$ cat src/rtl/pio_pkg.sv
package pio_pkg;

  typedef enum logic [1:0] {
    DIR_NONE = 2'd0,
    DIR_WR   = 2'd1,
    DIR_RD   = 2'd2
  } accDir_t;

  // control-to-datapath strobes
  typedef struct packed {
    logic latchEn;  // capture write data into the output register
    logic driveEn;  // put the external byte on the read bus
  } pioStrobes_t;

endpackage

$ cat src/rtl/pio_ctrl.sv
module pio_ctrl
  import pio_pkg::*;
#(
  parameter int ADDR_W    = 8,
  parameter int NUM_PORTS = 8,
  localparam int OFF_W    = $clog2(NUM_PORTS),
  localparam int BASE_W   = ADDR_W - OFF_W,
  localparam int NUM_ANA  = NUM_PORTS - 1
) (
  input  logic               clk,
  input  logic               rst_n,
  input  logic [BASE_W-1:0]  blockBase,
  input  logic [ADDR_W-1:0]  busAddr,
  input  logic               syncStat,
  input  logic               outStat,
  input  logic               inStat,
  input  logic               wrPulse,
  output pioStrobes_t        strobes,
  output logic [NUM_ANA-1:0] anaSel,
  output logic               anaWrite
);

  accDir_t           cycDir;
  logic [OFF_W-1:0]  cycOff;
  logic              baseMatch;
  logic              oneDir;
  logic              wrLive;
  logic              rdLive;
  logic              digSel;

  assign baseMatch = (busAddr[ADDR_W-1:OFF_W] == blockBase);
  assign oneDir    = outStat ^ inStat;

  always_ff @(posedge clk or negedge rst_n) begin
    if (!rst_n) begin
      cycDir <= DIR_NONE;
      cycOff <= '0;
    end else if (syncStat) begin
      cycOff <= busAddr[OFF_W-1:0];
      if (baseMatch && oneDir)
        cycDir <= outStat ? DIR_WR : DIR_RD;
      else
        cycDir <= DIR_NONE;
    end else if ((cycDir == DIR_WR && !outStat) ||
                 (cycDir == DIR_RD && !inStat)) begin
      cycDir <= DIR_NONE;
    end
  end

  assign wrLive = (cycDir == DIR_WR) && outStat;
  assign rdLive = (cycDir == DIR_RD) && inStat;
  assign digSel = (cycOff == '0);

  assign strobes.latchEn = wrLive && digSel && wrPulse;
  assign strobes.driveEn = rdLive && digSel;

  for (genvar k = 1; k < NUM_PORTS; k++) begin : g_anaSel
    assign anaSel[k-1] = (wrLive || rdLive) && (cycOff == OFF_W'(k));
  end

  assign anaWrite = wrLive && !digSel;

endmodule

$ cat src/rtl/pio_datapath.sv
module pio_datapath
  import pio_pkg::*;
#(
  parameter int DATA_W = 8
) (
  input  logic              clk,
  input  logic              rst_n,
  input  pioStrobes_t       strobes,
  input  logic [DATA_W-1:0] dataOut,
  input  logic [DATA_W-1:0] extIn,
  output logic [DATA_W-1:0] portOut,
  output logic [DATA_W-1:0] dataIn,
  output logic              dataInEn,
  output logic              outStrobeN,
  output logic              inStrobeN
);

  logic [DATA_W-1:0] outReg;

  always_ff @(posedge clk or negedge rst_n) begin
    if (!rst_n)
      outReg <= '0;
    else if (strobes.latchEn)
      outReg <= dataOut;
  end

  assign portOut    = outReg;
  assign dataInEn   = strobes.driveEn;
  assign dataIn     = strobes.driveEn ? extIn : '0;
  assign outStrobeN = !strobes.latchEn;
  assign inStrobeN  = !strobes.driveEn;

endmodule

$ cat src/rtl/pio_block.sv
module pio_block
  import pio_pkg::*;
#(
  parameter int ADDR_W    = 8,
  parameter int DATA_W    = 8,
  parameter int NUM_PORTS = 8,
  localparam int OFF_W    = $clog2(NUM_PORTS),
  localparam int BASE_W   = ADDR_W - OFF_W,
  localparam int NUM_ANA  = NUM_PORTS - 1
) (
  input  logic               clk,
  input  logic               rst_n,
  input  logic [BASE_W-1:0]  blockBase,
  input  logic [ADDR_W-1:0]  busAddr,
  input  logic               syncStat,
  input  logic               outStat,
  input  logic               inStat,
  input  logic               wrPulse,
  input  logic [DATA_W-1:0]  dataOut,
  input  logic [DATA_W-1:0]  extIn,
  output logic [DATA_W-1:0]  portOut,
  output logic               outStrobeN,
  output logic               inStrobeN,
  output logic [DATA_W-1:0]  dataIn,
  output logic               dataInEn,
  output logic [NUM_ANA-1:0] analogSel,
  output logic               analogWrite
);

  pioStrobes_t strobes;

  pio_ctrl #(
    .ADDR_W    (ADDR_W),
    .NUM_PORTS (NUM_PORTS)
  ) u_ctrl (
    .clk       (clk),
    .rst_n     (rst_n),
    .blockBase (blockBase),
    .busAddr   (busAddr),
    .syncStat  (syncStat),
    .outStat   (outStat),
    .inStat    (inStat),
    .wrPulse   (wrPulse),
    .strobes   (strobes),
    .anaSel    (analogSel),
    .anaWrite  (analogWrite)
  );

  pio_datapath #(
    .DATA_W (DATA_W)
  ) u_dp (
    .clk        (clk),
    .rst_n      (rst_n),
    .strobes    (strobes),
    .dataOut    (dataOut),
    .extIn      (extIn),
    .portOut    (portOut),
    .dataIn     (dataIn),
    .dataInEn   (dataInEn),
    .outStrobeN (outStrobeN),
    .inStrobeN  (inStrobeN)
  );

endmodule

$ cat config.mk
export PLATFORM = sky130hd
export DESIGN_NAME = pio_block
export DESIGN_NICKNAME = d
export VERILOG_FILES = /design/src/rtl/pio_pkg.sv /design/src/rtl/pio_ctrl.sv /design/src/rtl/pio_datapath.sv /design/src/rtl/pio_block.sv
export SDC_FILE = /design/constraint.sdc
export NUM_CORES = 1
export LEC_CHECK = 0
export ABC_AREA = 1
export BUFFER_PORTS_ARGS = -buffer_cell sky130_fd_sc_hd__buf_2
export CORE_ASPECT_RATIO = 1.4
export CORE_UTILIZATION = 30
export CTS_CLUSTER_SIZE = 40
export DETAILED_ROUTE_END_ITERATION = 6
export PLACE_DENSITY = 0.72
export SLEW_MARGIN = 40
export SYNTH_ARGS = -nofsm -noshare
export SYNTH_HDL_FRONTEND = slang
export SYNTH_SLANG_ARGS = --single-unit
$ cat constraint.sdc
create_clock -name clk -period 1.92 [get_ports clk]
set_input_delay 0.096 -clock clk [delete_from_list [all_inputs] [get_ports clk]]
set_output_delay 0.096 -clock clk [all_outputs]
set_load 0.005 [all_outputs]
# --- After elaboration in Yosys (flattened, before gate mapping) ---
# Index checks and enable logic that the tools add are counted.
totals:
  elab_cells: 44
  register_bits: 13
  output_inout_bits: 27
  input_bits: 35
op_classes:
  reduce_logical: 25
  mux: 5
  eq_ne: 10
  n_bitwise: 1
ops:
  columns: ["cell", "n"]
  rows:
  - ["$logic_and 1x1->1", 16]
  - ["$eq 3x3->1 const B", 4]
  - ["$mux 2", 4]
  - ["$mux 8", 1]
  - ["$eq 3x2->1 const B", 2]
  - ["$eq 5x5->1", 1]
  - ["$logic_not 1->1", 5]
  - ["$eq 3x1->1 const B", 1]
  - ["$logic_not 3->1", 1]
  - ["$eq 2x1->1 const B", 1]
  - ["$eq 2x2->1 const B", 1]
  - ["$logic_or 1x1->1", 2]
  - ["$reduce_bool 2->1", 1]
  - ["$xor 1x1->1", 1]

# --- Depth between registers and ports, before layout ---
logic_depth:
  word_depth: 5
  mapped_depth: 6
  ltp_nobuf: 6

# --- Hierarchy ---
# From an unflattened synthesis, not the netlist that was laid out.
unflattened:
  cells_unflattened: 129
  hier_area_um2: 824.5
by_module_without_submodules:
  columns: ["module", "cells_per_inst", "area_per_inst_um2", "n_inst", "seq_area_each_um2"]
  rows:
  - ["pio_ctrl", 76, 432.9, 1, 125.1]
  - ["pio_datapath", 53, 391.6, 1, 200.2]

# --- Worst setup path before layout ---
# OpenSTA, ideal clock, no wires.
synth_timing:
  kind: "register to register"
  start: "register u_ctrl.cycOff[2]"
  end: "register u_dp.outReg[2], in the netlist u_dp.portOut[2]"
  period_less_slack_ns: 1.211
  setup_ns: 0.117
  stages_incl_launch_ff: 6
  path_buffers: 1
  path_slack_ns: 0.709
  t_required_ns: 1.803
  t_arrival_ns: 1.094
  cell_sequence: "dfrtp_1 > nor3_4 > nand3b_4 > buf_6 > nand2_2 > o21ai_2"
synth_between:
  elab_chain_cells: 3
synth_lines:
  columns: ["element", "line", "source"]
  rows:
  - ["start, declared", "pio_ctrl.sv:24", "logic [OFF_W-1:0] cycOff;"]
  - ["start signal, assigned", "pio_ctrl.sv:39", "cycOff <= busAddr[OFF_W-1:0];"]
  - ["$logic_not 3->1", "pio_ctrl.sv:52", "assign digSel = (cycOff == '0);"]
  - ["$logic_and 1x1->1 (2 in series)", "pio_ctrl.sv:54", "assign strobes.latchEn = wrLive && digSel && wrPulse;"]
  - ["end signal, assigned", "pio_datapath.sv:24", "outReg <= dataOut;"]
  - ["end, declared", "pio_datapath.sv:18", "logic [DATA_W-1:0] outReg;"]
# Every way passes these cells.
# A chain may end at the register's enable or synchronous reset.

# --- Worst setup path after layout ---
layout_timing:
  start: "register u_ctrl.cycOff[2]"
  end: "output port dataIn[2]"
layout_between:
  elab_chain_cells: 3
layout_lines:
  columns: ["element", "line", "source"]
  rows:
  - ["$logic_not 3->1", "pio_ctrl.sv:52", null]
  - ["$logic_and 1x1->1", "pio_ctrl.sv:55", "assign strobes.driveEn = rdLive && digSel;"]
  - ["$mux 8", "pio_datapath.sv:29", "assign dataIn = strobes.driveEn ? extIn : '0;"]
  - ["end, declared", "pio_block.sv:24", "output logic [DATA_W-1:0] dataIn,"]
# Every way passes these cells.

==> results.json <==
{
  "status": "complete, no violations",
  "antenna_cells": 0,
  "core.rowCount": 22,
  "async_reset_ff_frac": 1.00,
  "clockBufferDepth": 2,
  "grt_first_pass_wirelength_um": 3050,
  "critical_path_peak_fanout": 10,
  "cts_root_buf": "clkbuf_4",
  "hold_path_class": "primary input to register",
  "cp-start-kind": "register",
  "wirelength_um": 1850,
  "yosys_warnings": 0,
  "synth.area.mux_share": 0,
  "layout.nets": 229,
  "drv_slew": 0,
  "cts.sinks": 13,
  "vias": 938,
  "hold_buffers": 1,
  "initial_core_util": 0.322,
  "skew_ns": 0.00429,
  "synth_top_area_cell": "dfrtp_1",
  "die-area_mm2": 0.00312,
  "die_w_um": 47.5,
  "first_global_vias": 855,
  "core-area_mm2": 0.00270,
  "post-dp-hpwl_um": 1570,
  "ant_nets": 0,
  "drive_gt1_frac": 0.399,
  "p_leak_nw": 0.844,
  "maxCapViolCount": 0,
  "power_density_mw_per_mm2": 459,
  "synth-main-ff-cell": "dfrtp_1",
  "fin_setup_tns_ns": 0,
  "worstSetupPathType": "register to output port",
  "synth-simple-area-share": 0.354,
  "arrival_ns": 1.51,
  "max_freq_mhz": 621,
  "first_pass_iters": 4,
  "ios": 62,
  "cts_resized": 0,
  "place_congestion": 0.824,
  "yosysTopAreaCellShare": 0.375,
  "yosysSeqAreaShare": 0.375,
  "cts_setup_buffers": 0,
  "postLayoutCoreUtil": 0.462,
  "worst-slew-pin-transition_ns": 0.281,
  "route.detailed.drc": 0,
  "rsz0062_at_grt": "no",
  "synth_cell_types": 16,
  "avgSynthCellArea_um2": 6.78,
  "synth_compound_area_frac": 0.107,
  "synth_nets": 163,
  "synthTopCellsByArea": "dfrtp_1 37%, nand2_1 16%, inv_1 15%",
  "synthAdderAreaFrac": 0,
  "numPortBuffers": 61,
  "drt-initial-drc-count": 11,
  "endpoint_kind": "output port",
  "grt_max_degree": 18,
  "synthMostInstantiatedCell": "nand2_1",
  "syn_area_um2": 868,
  "numCtsBuffers": 3,
  "dieHeight_um": 65.7,
  "synth-edff-count": 0,
  "fillerInstances": 312,
  "period_share": 0.838,
  "ir_drop_v": 0.000415,
  "hold_viol_final": 0,
  "cts_tree": "yes",
  "grt.overflow.total": 0,
  "min_period_ns": 1.61,
  "setup_viol": 0,
  "area_growth_pct": 43.4,
  "synth_top_family_by_area": "simple AND/OR/NAND/NOR gates",
  "synth_xor_area_frac": 0,
  "htree_levels": 1,
  "ys_ff_latch": 13,
  "clk_pin_slew_worst_paths_ns": 0.08,
  "syn_inst": 128,
  "wire_per_inst_um": 8.07,
  "viasPerCell": 4.10,
  "clk_latency_ns": 0.27,
  "cp.required_ns": 1.82,
  "grt_antenna_before_repair": 0,
  "yosys-top-cells-count": "38 x nand2_1, 35 x inv_1, 16 x nor2_1",
  "grt_usage": 0.131,
  "max_slew_margin": 0.813
}
-- worst max-delay path: stages, from the launching register on --
cell	delay, ns
dfrtp_1	0.46
nor3_4	0.28
nand4_2	0.24
nor2_1	0.14
buf_2	0.12
-- flip-flops by register name, indices dropped and copies added (netlist names) --
register and flops:
u_dp.portOut 8, u_ctrl.cycOff 3, u_ctrl.cycDir 2
-- path summary, 6_finish.rpt --
path	from	end	slack (ns)	cells past startpoint
worst max-delay path	u_ctrl.cycOff[2]	dataIn[2]	0.31	4
worst min-delay path	busAddr[2]	u_ctrl.cycOff[2]	0.02	3
worst max register to register	u_ctrl.cycOff[2]	u_dp.portOut[6]	0.61	4
worst min register to register	u_dp.portOut[0]	u_dp.portOut[0]	0.48	2
max in group asynchronous	rst_n	u_ctrl.cycOff[1]	1.46	2
min in group asynchronous	rst_n	u_dp.portOut[2]	0.24	2
-- stage by stage --
step                      hold WS (ns)  power (mW)  area [µm²]  instances  setup WS (ns)
after floorplan                 -0.200       0.355         868        128          0.709
after global placement        -0.00738       0.413        1210        224          0.604
after detailed placement      -0.00745       0.416        1210        224          0.599
after CTS                       0.0132       0.580        1240        229          0.293
after global routing            0.0168       0.616        1240        229          0.141
final                           0.0202       0.571        1240        229          0.311
-- placed cells by master (no fill, tap or decap), types with 2 or more instances in the layout --
cell type  count
buf_2         61
clkbuf_4       3
dfrtp_1       13
inv_1         35
nand2_1       38
nand3_1        2
nand4_1        2
nor2_1        16
nor3_1         4
o21ai_0        3
o21ai_2        8
-- power by group --
part / switching, mW / internal [mW]
Combinational: 0.0569 / 0.0525
Sequential: 0.0146 / 0.286
Clock: 0.0845 / 0.0771
-- routing by layer --
metal  vias to the layer above  global-route usage  routed length, µm
met1                       393               0.133                708
met3                         2              0.0220                156
met2                        38               0.250                975
met5                         -                   0                  0
li1                        505                   -                  -
met4                         0              0.0429                  7
-- layout make-up --
cell class / count / area (µm²) / share of cell area
Multi-Input combinational cell: 79 / 400 / 0.322
Sequential cell: 13 / 325 / 0.261
Timing Repair Buffer: 62 / 315 / 0.253
Inverter: 35 / 131 / 0.106
Tap cell: 36 / 45.0 / 0.0362
Clock buffer: 3 / 22.5 / 0.0181
Clock inverter: 1 / 5.00 / 0.00402
-- cell families (layout without fill, tap and decap cells) --
logic type | count (synthesis) | after routing
buffers and inverters | 36 | 101
AOI/OAI and AO/OA | 12 | 12
and+or+nand+nor | 67 | 67
DFF | 13 | 13
No activity file was read; power rests on OpenSTA's default activity.
